<file path="config.mk">
export PLATFORM = sky130hd
export DESIGN_NAME = seqdet_dual_mealy
export DESIGN_NICKNAME = d
export VERILOG_FILES = /design/src/rtl/seqdet_pkg.sv /design/src/rtl/seqdet_run_tracker.sv /design/src/rtl/seqdet_match_decode.sv /design/src/rtl/seqdet_dual_mealy.sv
export SDC_FILE = /design/constraint.sdc
export NUM_CORES = 1
export LEC_CHECK = 0
export ABC_AREA = 1
export BUFFER_PORTS_ARGS = -buffer_cell sky130_fd_sc_hd__buf_2
export CORE_AREA = 2 2 39 41
export CTS_BUF_LIST = sky130_fd_sc_hd__clkbuf_4 sky130_fd_sc_hd__clkbuf_8
export DETAILED_ROUTE_END_ITERATION = 8
export DIE_AREA = 0 0 41 43
export GPL_TIMING_DRIVEN = 0
export PLACE_DENSITY = 0.42
export SLEW_MARGIN = 20
export SYNTH_ARGS = -nofsm -noshare
export SYNTH_HDL_FRONTEND = slang
export SYNTH_SLANG_ARGS = --single-unit
</file>
<file path="constraint.sdc">
create_clock -name clk_i -period 1 [get_ports clk_i]
set_input_delay 0.2 -clock clk_i [delete_from_list [all_inputs] [get_ports clk_i]]
set_output_delay 0.2 -clock clk_i [all_outputs]
set_load 0.03 [all_outputs]
</file>
<file path="src/rtl/seqdet_pkg.sv">
package seqdet_pkg;
  localparam int unsigned SEQ_LEN_DEF = 4;

  typedef enum logic {
    BIT_LO = 1'b0,
    BIT_HI = 1'b1
  } run_bit_e;
endpackage

</file>
<file path="src/rtl/seqdet_run_tracker.sv">
module seqdet_run_tracker
  import seqdet_pkg::*;
#(
  parameter int unsigned RUN_MAX = 3,
  localparam int unsigned CNT_W = $clog2(RUN_MAX + 1)
) (
  input  logic             clk_i,
  input  logic             rst_ni,
  input  logic             x_i,
  output run_bit_e         run_bit_o,
  output logic [CNT_W-1:0] run_len_o,
  output logic             anchored_o
);

  run_bit_e         bit_q, bit_d;
  logic [CNT_W-1:0] len_q, len_d;
  logic             anc_q, anc_d;

  always_comb begin
    bit_d = bit_q;
    len_d = len_q;
    anc_d = anc_q;
    if (len_q == '0) begin
      // first bit after reset: a run with no known predecessor
      bit_d = run_bit_e'(x_i);
      len_d = CNT_W'(1);
      anc_d = 1'b0;
    end else if (x_i == logic'(bit_q)) begin
      if (len_q != CNT_W'(RUN_MAX)) len_d = len_q + 1'b1;
    end else begin
      bit_d = run_bit_e'(x_i);
      len_d = CNT_W'(1);
      anc_d = 1'b1;
    end
  end

  always_ff @(posedge clk_i or negedge rst_ni) begin
    if (!rst_ni) begin
      bit_q <= BIT_LO;
      len_q <= '0;
      anc_q <= 1'b0;
    end else begin
      bit_q <= bit_d;
      len_q <= len_d;
      anc_q <= anc_d;
    end
  end

  assign run_bit_o  = bit_q;
  assign run_len_o  = len_q;
  assign anchored_o = anc_q;

endmodule

</file>
<file path="src/rtl/seqdet_match_decode.sv">
module seqdet_match_decode
  import seqdet_pkg::*;
#(
  parameter int unsigned RUN_MAX = 3,
  localparam int unsigned CNT_W = $clog2(RUN_MAX + 1)
) (
  input  logic             x_i,
  input  run_bit_e         run_bit_i,
  input  logic [CNT_W-1:0] run_len_i,
  input  logic             anchored_i,
  output logic             z_o
);

  logic [1:0] hit;

  // pattern g: one bit of ~g, then RUN_MAX bits of g; fires on the last one
  for (genvar g = 0; g < 2; g++) begin : g_pat
    assign hit[g] = anchored_i
                 && (run_len_i == CNT_W'(RUN_MAX - 1))
                 && (logic'(run_bit_i) == 1'(g))
                 && (x_i == 1'(g));
  end

  assign z_o = |hit;

endmodule

</file>
<file path="src/rtl/seqdet_dual_mealy.sv">
module seqdet_dual_mealy
  import seqdet_pkg::*;
#(
  parameter int unsigned SEQ_LEN = SEQ_LEN_DEF
) (
  input  logic clk_i,
  input  logic rst_ni,
  input  logic x_i,
  output logic z_o
);

  localparam int unsigned RUN_MAX = SEQ_LEN - 1;
  localparam int unsigned CNT_W   = $clog2(RUN_MAX + 1);

  run_bit_e         run_bit;
  logic [CNT_W-1:0] run_len;
  logic             anchored;

  seqdet_run_tracker #(.RUN_MAX(RUN_MAX)) u_track (
    .clk_i      (clk_i),
    .rst_ni     (rst_ni),
    .x_i        (x_i),
    .run_bit_o  (run_bit),
    .run_len_o  (run_len),
    .anchored_o (anchored)
  );

  seqdet_match_decode #(.RUN_MAX(RUN_MAX)) u_dec (
    .x_i        (x_i),
    .run_bit_i  (run_bit),
    .run_len_i  (run_len),
    .anchored_i (anchored),
    .z_o        (z_o)
  );

endmodule

</file>
# Yosys cells after proc, flatten, opt, wreduce, memory -nomap -nowiden
# Cells that the tools add are included.
word_totals:
  regBits: 4
  out_inout_bits: 1
  inputBits: 3
op_classes:
  n_reduce_logical: 7
  addsub: 1
  bitwise_logic: 2
  n_eq_ne: 5
  n_mux: 7
op_table:
  columns: ["cell", "count"]
  rows:
  - ["two-way mux 2 bit", 3]
  - ["logical AND 1 bit", 5]
  - ["two-way mux 1 bit", 4]
  - ["inequality test 3 x 2 -> 1 bit (second input constant)", 1]
  - ["adder 2 x 1 -> 2 bit (second input constant)", 1]
  - ["equality test 2 bit (second input constant)", 1]
  - ["logical NOT 2 bit", 1]
  - ["inequality test 2 x 1 -> 1 bit (second input constant)", 1]
  - ["inequality test 2 bit (second input constant)", 1]
  - ["inverter 1 bit", 2]
  - ["OR reduction 2 bit", 1]
  - ["equality test 1 bit", 1]

# Logic depth before layout (Yosys ltp)
# Gate-level depths: netlist of run 1.
depth:
  depth_word: 5
  mapped_depth: 5
  depth_no_buf: 5

# By module
# From an unflattened synthesis of run 1, not the netlist that was laid out.
unflattened:
  hier_cells: 39
  area_unflattened_um2: 279.0
by_module_without_submodules:
  columns: ["mod", "area_per_inst_um2", "seq_area_each_um2", "cells_per_inst", "n_inst"]
  rows:
  - ["seqdet_run_tracker", 245.2, 100.1, 31, 1]
  - ["seqdet_match_decode", 33.8, 0.0, 8, 1]

# Worst setup path after synthesis of run 1
# No wires, ideal clock.
synth_timing:
  kind: "reg2out"
  startpoint: "register u_track.len_q[0] (netlist: u_track.run_len_o[0])"
  endpoint: "output port z_o"
  required_ns: 0.800
  path_slack_ns: -0.252
  arrival_ns: 1.052
  path_stages_with_launch: 5
  path_cell_list: "dfrtp_1 -> inv_1 -> ha_1 -> nand2_1 -> nor2_1"
synth_via:
  elab_chain_cells: 5
synth_rtl:
  columns: ["element", "line_no", "text"]
  rows:
  - ["start: declaration", "seqdet_run_tracker.sv:16", "logic [CNT_W-1:0] len_q, len_d;"]
  - ["start signal: assignment", "seqdet_run_tracker.sv:44", "len_q <= len_d;"]
  - ["equality test 2 bit (*)", "seqdet_match_decode.sv:19", "&& (run_len_i == CNT_W'(RUN_MAX - 1))"]
  - ["logical AND 1 bit (*)", "seqdet_match_decode.sv:19", null]
  - ["logical AND 1 bit", "seqdet_match_decode.sv:20", "&& (logic'(run_bit_i) == 1'(g))"]
  - ["logical AND 1 bit", "seqdet_match_decode.sv:21", "&& (x_i == 1'(g));"]
  - ["OR reduction 2 bit (*)", "seqdet_match_decode.sv:24", "assign z_o = |hit;"]
  - ["end: declaration", "seqdet_dual_mealy.sv:9", "output logic z_o"]
# Mark *: on every way between the ends. The rest lies on a longest branch, timed or not.

# Worst setup path in the final report of run 1
# Same ends and word-level chain as after synthesis.

==> results of run 1 <==
## cell usage after synthesis
library cell and n:
sky130_fd_sc_hd__nand2_1 6, sky130_fd_sc_hd__nor2_1 3, sky130_fd_sc_hd__xor2_1 1, sky130_fd_sc_hd__dfrtp_1 4
sky130_fd_sc_hd__nand3_1 2, sky130_fd_sc_hd__clkbuf_1 1, sky130_fd_sc_hd__ha_1 3, sky130_fd_sc_hd__inv_1 8
sky130_fd_sc_hd__nand2_2 1, sky130_fd_sc_hd__o21a_1 1
## cell type report
class | count | share of cell area [%]
Multi-Input combinational cell | 17 | 41.5
Sequential cell | 4 | 26.5
Timing Repair Buffer | 6 | 12.1
Inverter | 8 | 7.84
Clock buffer | 3 | 5.88
Tap cell | 16 | 5.23
Buffer | 1 | 0.980
## state kept, by name, summed over array words and instances, names as in the netlist
name and flops:
u_track.anchored_o 1, u_track.run_bit_o 1, u_track.run_len_o 2
## layer usage
layer  global-route usage [%]  wire length, um  share of wire (%)  up-vias
met4                     6.00                0                  0        0
met3                        0               13                3.1        0
li1                         -                -                  -      103
met1                     8.85              186                 44       83
met2                     8.13              221                 53        2
met5                        0                0                  0        -
## critical path, stage by stage (launching register included)
cell                      delay [ps]
sky130_fd_sc_hd__dfrtp_1         380
sky130_fd_sc_hd__inv_2            80
sky130_fd_sc_hd__ha_4            130
sky130_fd_sc_hd__nand2_4          40
sky130_fd_sc_hd__nor2_4           70
sky130_fd_sc_hd__buf_6           130
## metrics by stage
stage / hold slack, ps / total power [W] / TNS (ps) / worst slack, ps / util (%)
finish: 186 / 0.000878 / -411 / -265 / 27.7
global route: 207 / 0.000961 / -623 / -325 / 27.7
CTS: 182 / 0.000863 / -539 / -290 / 26.5
detailed placement: 7.77 / 0.000533 / -228 / -159 / 20.4
global placement: 6.89 / 0.000531 / -223 / -155 / 20.4
floorplan: -95.6 / 0.000475 / -43.3 / -43.3 / -
## power by group
group / total (W) / internal, W / switching (W)
sequential: 0.000286 / 0.000222 / 0.0000647
combinational: 0.000401 / 0.000201 / 0.000200
clock: 0.000191 / 0.000134 / 0.0000570
## cell usage in the layout (no fill, tap or decap), drive strengths merged
cell	count
inv	8
nand2	7
buf	5
clkbuf	4
dfrtp	4
ha	3
nor2	3
nand3	2
o21a	1
xor2	1
dlygate4sd3	1
## worst paths after layout
kind | startpoint | end | slack (ps) | cells past startpoint
hold / removal | x_i | u_track.run_bit_o | 190 | 2
hold reg to reg | u_track.run_bit_o | u_track.run_len_o[1] | 590 | 3
min in group asynchronous | rst_ni | u_track.run_bit_o | 310 | 2
max in group asynchronous | rst_ni | u_track.run_len_o[1] | 560 | 2
setup / recovery | u_track.run_len_o[0] | z_o | -270 | 5
setup reg to reg | u_track.run_len_o[0] | u_track.run_len_o[1] | -140 | 6
## logic make-up after synthesis
logic type,after synthesis,synth area share (%)
compound gates,1,3.16
xor+xnor,1,3.68
fa+ha+maj,3,15.8
buf+inv,9,14.2
flops,4,42.1
simple gates,12,21.1
## timing repair
action,4_1_cts,5_1_grt
endpoints found under the hold margin,4,0
cloned,0,0
gates resized for setup,7,4
hold buffers,1,0
setup endpoints to repair,2,4
pin swaps,1,4
setup buffers,2,0
==> reports/results.tsv, run 1 <==
stage	metric	value	unit
status	outcome	finished, violations left	
status	violations_in_the_final_reports	negative setup slack	
sta	worst_slew_pin_slew	137	ps
floorplan	rows	14	
logic_synthesis	synthesis.nets	36	
critical_path	worstPathArrival	1070	ps
cells_and_area	syn_to_final_growth	61.1	%
critical_path	critical_path.max_fanout	2	
routing	drt-vias-per-instance	3.42	
cells_and_area	fillers	153	
sta	clock-skew-final	1.33	ps
clock_network	clk_transition_reported_paths	40	ps
routing	residual_drc	0	
routing	detailedRoute.firstPassIterationCount	2	
clock_network	root_buffer	sky130_fd_sc_hd__clkbuf_4	
cells_and_area	nets	47	
routing	via_count	188	
global_route	grt_pass1_vias	189	
power_and_ir_drop	worst_ir_drop_vdd	0.00102	V
logic_synthesis	synth_top_cell_area_share	42.1	%
clock_network	clock_sinks	4	
global_route	first_pass_grt_wire_length	745	um
sta	period_utilization	127	%
floorplan	floorplan.die_area	1760	um2
floorplan	die_y	43	um
floorplan	core_area	1380	um2
logic_synthesis	yosysTopAreaCell	sky130_fd_sc_hd__dfrtp_1	
global_route	largest_net_degree_at_the_start_of_global_routing	5	
logic_synthesis	synth.yosys.seq_area_share	42.1	%
clock_network	ctsLongestPathBuffers	2	
critical_path	critical_path_end_type	output port	
cells_and_area	non_filler_cells_final	55	
logic_synthesis	synth.ff_latch_count	4	
clock_network	insertion_delay	230	ps
logic_synthesis	post_synth_instance_area	238	um2
floorplan	die_x	41	um
place	place.gp.congestion	0.676	
place	post_dp_cell_area	283	um2
cells_and_area	design_area	383	um2
routing	final_wirelength	420	um
sta	final_hold_viol_count	0	
sta	max_freq	790	MHz
cells_and_area	antenna_cells_inserted	0	
global_route	remaining_global_route_overflow	0	
sta	relSlewSlack	90.9	%
sta	drv_slew	0	
power_and_ir_drop	power_per_cell_area	2290	nW/um2
logic_synthesis	count_of_distinct_cell_types_in_the_synthesized_netlist	10	
critical_path	worst_setup_path_category	flip-flop to output port	
place	placed_instances	49	
logic_synthesis	synth.avg_cell_area	7.92	um2
cells_and_area	area_of_the_multi_input_gates	159	um2
clock_network	tritoncts.num_buffers	3	
logic_synthesis	netlist_instances	30	
routing	route.antenna.remaining_nets	0	
logic_synthesis	synthTopCellsByArea	sky130_fd_sc_hd__dfrtp_1 (42%), sky130_fd_sc_hd__ha_1 (16%), sky130_fd_sc_hd__inv_1 (13%)	
min_path	min_path_type	primary input to flip-flop	
logic_synthesis	yosysWarnings	0	
place	port_buffers	3	
global_route	total_routing_usage_reported_by_global_routing	6.26	%
cells_and_area	fraction_of_layout_cells_with_a_size_suffix_above_1	43.6	%
flow_run	maxCapViolations	0	
sta	setup-violations-final	3	
critical_path	timing.critical_path.required	800	ps
floorplan	io-pin-count	4	
place	detailed_place_hpwl	300	um
floorplan	floorplan.initialDensity	17.2	%
power_and_ir_drop	power.static_leakage	0.192	nW
sta	fin_crit	1270	ps
critical_path	startpoint_type_of_the_worst_setup_path	flip-flop	
sta	final_critical_path_setup_slack	-265	ps
routing	drt_iter0_drc	3	
clock_network	tritoncts	yes	
routing	route.detailed.wl_per_inst	7.64	um
clock_network	cts-htree-levels	1	
cells_and_area	seq_area	101	um2
sta	rsz0062_at_grt	true	
global_route	grt_antenna_before_repair	0	
Power figures use the tool's default switching activity.
==> inputs of run 2 (changes only) <==
--- a/config.mk
+++ b/config.mk
@@ -12,7 +12,7 @@
 export DETAILED_ROUTE_END_ITERATION = 8
 export DIE_AREA = 0 0 41 43
 export GPL_TIMING_DRIVEN = 0
-export PLACE_DENSITY = 0.42
+export PLACE_DENSITY = 0.39
 export SLEW_MARGIN = 20
 export SYNTH_ARGS = -nofsm -noshare
 export SYNTH_HDL_FRONTEND = slang
==> reports/results.tsv, run 2 (synthesis gave the netlist of run 1 again) <==
stage	metric	value	unit
status	outcome	finished, violations left	
status	violations_in_the_final_reports	negative setup slack	
place	post_dp_cell_area	283	um2
min_path	min-delay-start	x_i	
sta	period_utilization	126	%
sta	fin_crit	1260	ps
sta	hold_ws	183	ps
critical_path	rr_worst_depth	6	
min_path	hold-path-endpoint	u_track.run_bit_o	
power_and_ir_drop	clock_power_share	22.7	%
cells_and_area	syn_to_final_growth	54.7	%
cells_and_area	design_area	368	um2
sta	final_critical_path_setup_slack	-258	ps
global_route	total_routing_usage_reported_by_global_routing	6.05	%
cells_and_area	antenna_cells_inserted	0	
routing	via_count	184	
clock_network	clk_transition_reported_paths	40	ps
power_and_ir_drop	share_seq_of_total_power	33.2	%
cells_and_area	fillers	152	
floorplan	die_x	41	um
flow_run	maxCapViolations	0	
place	detailedPlace.worstSlack	-147	ps
power_and_ir_drop	power.internal	0.000542	W
critical_path	critical_path_end_type	output port	
sta	relSlewSlack	91.4	%
clock_network	clock_sinks	4	
global_route	first_pass_grt_wire_length	690	um
cells_and_area	fraction_of_layout_cells_with_a_size_suffix_above_1	38.5	%
routing	residual_drc	0	
cells_and_area	layout_commonest_cell	sky130_fd_sc_hd__inv_1	
cells_and_area	commonest_non_fill_non_tap_cells_in_the_layout	sky130_fd_sc_hd__inv_1 (7), sky130_fd_sc_hd__nand2_1 (5), sky130_fd_sc_hd__clkbuf_4 (3), sky130_fd_sc_hd__dfrtp_1 (3)	
sta	setup-violations-final	3	
global_route	grt_antenna_before_repair	0	
routing	route.detailed.wl_per_inst	6.33	um
clock_network	insertion_delay	230	ps
routing	route.antenna.remaining_nets	0	
routing	detailedRoute.firstPassIterationCount	1	
power_and_ir_drop	comb_power_share	44.1	%
critical_path	gate_family_responsible_for_the_most_delay_along_the_worst_path	flip-flops	
floorplan	floorplan.initialDensity	17.2	%
critical_path	worstPathArrival	1060	ps
floorplan	io-pin-count	4	
critical_path	worst_setup_path_category	flip-flop to output port	
critical_path	startpoint_type_of_the_worst_setup_path	flip-flop	
power_and_ir_drop	netSwitchingPower	0.000296	W
routing	final_wirelength	348	um
power_and_ir_drop	power.share.switching	35.3	%
clock_network	ctsLongestPathBuffers	2	
sta	drv_slew	0	
critical_path	slowest_delay	380	ps
global_route	grt_pass1_vias	181	
routing	drt-vias-per-instance	3.35	
floorplan	core_area	1380	um2
critical_path	path_buf_inv	2	
floorplan	rows	14	
critical_path	reg2reg_slack	-120	ps
clock_network	root_buffer	sky130_fd_sc_hd__clkbuf_4	
global_route	remaining_global_route_overflow	0	
cells_and_area	postLayoutCoreUtil	26.6	%
floorplan	die_y	43	um
critical_path	critical_path.reg2reg.startpoint	u_track.run_len_o[0]	
min_path	hold_path_depth	2	
sta	worst_slew_pin_slew	128	ps
clock_network	tritoncts.num_buffers	3	
place	place.gp.congestion	0.658	
critical_path	critical_path.slowest_cell	sky130_fd_sc_hd__dfrtp_1	
sta	clock-skew-final	2.62	ps
critical_path	timing.critical_path.required	800	ps
global_route	largest_net_degree_at_the_start_of_global_routing	5	
floorplan	floorplan.die_area	1760	um2
routing	drt_iter0_drc	0	
critical_path	critical_path.max_fanout	2	
sta	rsz0062_at_grt	true	
critical_path	crit-reg2reg-capture	u_track.run_len_o[1]	
critical_path	chain_of_cells_forming_the_critical_path	inv_2, ha_4, nand2_4, nor2_4, buf_6	
sta	max_freq	795	MHz
sta	fin_setup_tns	-439	ps
clock_network	tritoncts	yes	
cells_and_area	flip_flop_count_of_the_largest_register_after_layout	2	
power_and_ir_drop	power.static_leakage	0.192	nW
sta	final_hold_viol_count	0	
power_and_ir_drop	worst_ir_drop_vdd	0.000984	V
clock_network	cts-htree-levels	1	
power_and_ir_drop	power_per_cell_area	2280	nW/um2
place	port_buffers	3	
min_path	min_path_type	primary input to flip-flop	
cells_and_area	nets	47	
-- run 2: changes by cell type in the layout (fill, tap and decap cells not counted) --
cell	before	now
sky130_fd_sc_hd__nand2_2	2	1
sky130_fd_sc_hd__nand2_1	4	5
sky130_fd_sc_hd__ha_1	0	1
sky130_fd_sc_hd__ha_4	3	2
-- run 2: cell type report --
type                            instances  area (um2)  share of cell area [%]
Clock buffer                            3        22.5                    6.12
Sequential cell                         4         101                    27.6
Timing Repair Buffer                    6        46.3                    12.6
Tap cell                               16        20.0                    5.44
Buffer                                  1        3.75                    1.02
Multi-Input combinational cell         17         144                    39.1
Inverter                                8        30.0                    8.16
-- run 2: power groups by stage --
stage                     Sequential [W]  Clock [W]  Combinational, W
after global routing            0.000289   0.000211          0.000431
after global placement          0.000270          0          0.000263
after detailed placement        0.000269          0          0.000259
after CTS                       0.000275   0.000201          0.000377
final                           0.000278   0.000190          0.000370
after floorplan                 0.000258          0          0.000217
-- run 2: worst max path at each step --
stage / start / slack [ps] / endpoint / cells after the start
finish: u_track.run_len_o[0] / -260 / z_o / 5
global route: u_track.run_len_o[0] / -340 / z_o / 5
CTS: u_track.run_len_o[0] / -280 / z_o / 5
detailed placement: u_track.run_len_o[0] / -150 / z_o / 5
global placement: u_track.run_len_o[0] / -150 / z_o / 5
floorplan: u_track.run_len_o[0] / -40 / z_o / 4
-- run 2: metrics by stage --
stage | instances | power, W
global placement | 49 | 0.000532
floorplan | 30 | 0.000475
CTS | 55 | 0.000854
detailed placement | 49 | 0.000527
global route | 55 | 0.000932
finish | 55 | 0.000838
-- run 2: repair_timing --
item | CTS | global route
pin swaps | 0 | 2
resized for setup | 7 | 1
hold buffers | 1 | 0
endpoints found under the setup margin | 2 | 3
hold endpoints to repair | 4 | 0
setup buffers | 2 | 0
-- run 2: worst reg2reg max path: stages (launching register included) --
cell and delay (ps):
sky130_fd_sc_hd__dfrtp_1 350, sky130_fd_sc_hd__inv_2 60, sky130_fd_sc_hd__buf_4 130, sky130_fd_sc_hd__ha_4 240
sky130_fd_sc_hd__inv_1 30, sky130_fd_sc_hd__o21a_1 150, sky130_fd_sc_hd__nor2_1 80
-- run 2: routing by layer --
metal / wire length, um / vias up / track usage, %
li1: - / 103 / -
met1: 178 / 79 / 7.52
met2: 157 / 2 / 7.81
met3: 12 / 0 / 3.14
met4: 0 / 0 / 4.00
met5: 0 / - / 0
==> inputs of run 3 (changes only) <==
--- a/config.mk
+++ b/config.mk
@@ -13,6 +13,7 @@
 export DIE_AREA = 0 0 41 43
 export GPL_TIMING_DRIVEN = 0
 export PLACE_DENSITY = 0.39
+export RECOVER_POWER = 25
 export SLEW_MARGIN = 20
 export SYNTH_ARGS = -nofsm -noshare
 export SYNTH_HDL_FRONTEND = slang
==> reports/results.tsv, run 3 (synthesis gave the netlist of run 1 again) <==
stage	metric	value	unit
floorplan	die_x	41	um
critical_path	timing.critical_path.required	800	ps
floorplan	core_area	1380	um2
power_and_ir_drop	p_total	0.000838	W
status	violations_in_the_final_reports	negative setup slack	
cells_and_area	fraction_of_layout_cells_with_a_size_suffix_above_1	35.9	%
routing	drt-vias-per-instance	3.33	
routing	route.top_layer_used	met3	
sta	final_hold_viol_count	0	
routing	route.detailed.wl_per_inst	6.29	um
power_and_ir_drop	power.static_leakage	0.189	nW
power_and_ir_drop	power_per_cell_area	2290	nW/um2
clock_network	insertion_delay	230	ps
sta	fin_setup_tns	-439	ps
cells_and_area	fillers	152	
global_route	largest_net_degree_at_the_start_of_global_routing	5	
sta	final_critical_path_setup_slack	-258	ps
routing	final_wirelength	346	um
min_path	min_path_type	primary input to flip-flop	
global_route	first_pass_grt_wire_length	690	um
critical_path	worst_setup_path_category	flip-flop to output port	
routing	route.antenna.remaining_nets	0	
clock_network	clock_sinks	4	
sta	fin_crit	1260	ps
routing	detailedRoute.firstPassIterationCount	1	
floorplan	floorplan.die_area	1760	um2
routing	drt_iter0_drc	0	
place	port_buffers	3	
cells_and_area	antenna_cells_inserted	0	
sta	period_utilization	126	%
floorplan	rows	14	
global_route	total_routing_usage_reported_by_global_routing	6.05	%
global_route	remaining_global_route_overflow	0	
critical_path	critical_path_end_type	output port	
clock_network	cts-htree-levels	1	
floorplan	floorplan.initialDensity	17.2	%
critical_path	startpoint_type_of_the_worst_setup_path	flip-flop	
routing	detail_route.wirelength.met1	178	um
critical_path	worstPathArrival	1060	ps
floorplan	io-pin-count	4	
clock_network	tritoncts.num_buffers	3	
clock_network	ctsLongestPathBuffers	2	
sta	rsz0062_at_grt	true	
critical_path	slowest_delay	380	ps
cells_and_area	design_area	367	um2
critical_path	critical_path.slowest_cell	sky130_fd_sc_hd__dfrtp_1	
sta	worst_slew_pin_slew	128	ps
sta	setup-violations-final	3	
clock_network	tritoncts	yes	
clock_network	clk_transition_reported_paths	40	ps
routing	via_count	183	
routing	wl_met2	155	um
critical_path	reg2reg_slack	-120	ps
cells_and_area	nets	47	
critical_path	chain_of_cells_forming_the_critical_path	inv_2, ha_4, nand2_4, nor2_4, buf_6	
routing	met3RoutedLength	12	um
sta	clock-skew-final	2.62	ps
floorplan	die_y	43	um
place	post_dp_cell_area	283	um2
cells_and_area	commonest_non_fill_non_tap_cells_in_the_layout	sky130_fd_sc_hd__inv_1 (7), sky130_fd_sc_hd__nand2_1 (5), sky130_fd_sc_hd__clkbuf_4 (3), sky130_fd_sc_hd__dfrtp_1 (3)	
critical_path	critical_path.max_fanout	2	
routing	residual_drc	0	
status	outcome	finished, violations left	
clock_network	root_buffer	sky130_fd_sc_hd__clkbuf_4	
cells_and_area	flip_flop_count_of_the_largest_register_after_layout	2	
global_route	grt_antenna_before_repair	0	
cells_and_area	syn_to_final_growth	54.2	%
flow_run	maxCapViolations	0	
sta	relSlewSlack	91.4	%
sta	max_freq	795	MHz
cells_and_area	layout_commonest_cell	sky130_fd_sc_hd__inv_1	
sta	drv_slew	0	
place	place.gp.congestion	0.658	
global_route	grt_pass1_vias	181	
power_and_ir_drop	worst_ir_drop_vdd	0.000984	V
==> run 3: cell types whose count changed in the layout (fill, tap and decap cells not counted), sizes merged <==
cell and delta:
buf -1, clkbuf +1
==> run 3: report_power, final <==
group | leakage, nW | switching (W) | total, W | internal (W)
Clock | 0.0138 | 0.0000567 | 0.000190 | 0.000134
Combinational | 0.130 | 0.000182 | 0.000369 | 0.000187
Sequential | 0.0448 | 0.0000567 | 0.000278 | 0.000222
==> run 3: worst paths after layout <==
kind | startpoint | end | cells after the start
worst max-delay path | u_track.run_len_o[0] | z_o | 5
worst min-delay path | x_i | u_track.run_bit_o | 2
worst max register to register | u_track.run_len_o[0] | u_track.run_len_o[1] | 6
worst min register to register | u_track.run_bit_o | u_track.run_len_o[1] | 3
max in group asynchronous | rst_ni | u_track.run_len_o[1] | 2
min in group asynchronous | rst_ni | u_track.run_bit_o | 2
==> run 3: area by class of cell <==
class                           count  area [um2]  area share, %
Buffer                              1        3.75           1.02
Clock buffer                        3        22.5           6.14
Inverter                            8        30.0           8.19
Multi-Input combinational cell     17         144           39.2
Sequential cell                     4         101           27.6
Tap cell                           16        20.0           5.46
Timing Repair Buffer                6        45.0           12.3
==> run 3: metal layers <==
metal	vias to the layer above	track usage, %
li1	103	-
met1	78	7.52
met3	0	3.14
met5	-	0
met2	2	7.81
met4	0	4.00
==> run 3: worst max-delay path: cells and delay by family (launching register included) <==
family                   cells  cell delay (ps)
adder cells (fa/ha/maj)      1              130
buffers and inverters        2              210
flip-flops                   1              380
AND/OR/NAND/NOR              2              110
==> run 3: what timing repair did <==
action / CTS / global route
resized for setup: 7 / 1
hold endpoints to repair: 4 / 0
endpoints found under the setup margin: 2 / 3
hold buffers: 1 / 0
pin swaps: 0 / 2
setup buffers: 2 / 0
==> run 3: through the flow <==
step | setup slack, ps | utilization [%] | hold slack [ps] | cells
floorplan | -43.3 | - | -95.6 | 30
detailed placement | -147 | 20.4 | 9.57 | 49
global placement | -153 | 20.4 | 9.10 | 49
global route | -341 | 26.5 | 204 | 55
CTS | -283 | 26.5 | 178 | 55
finish | -258 | 26.5 | 193 | 55
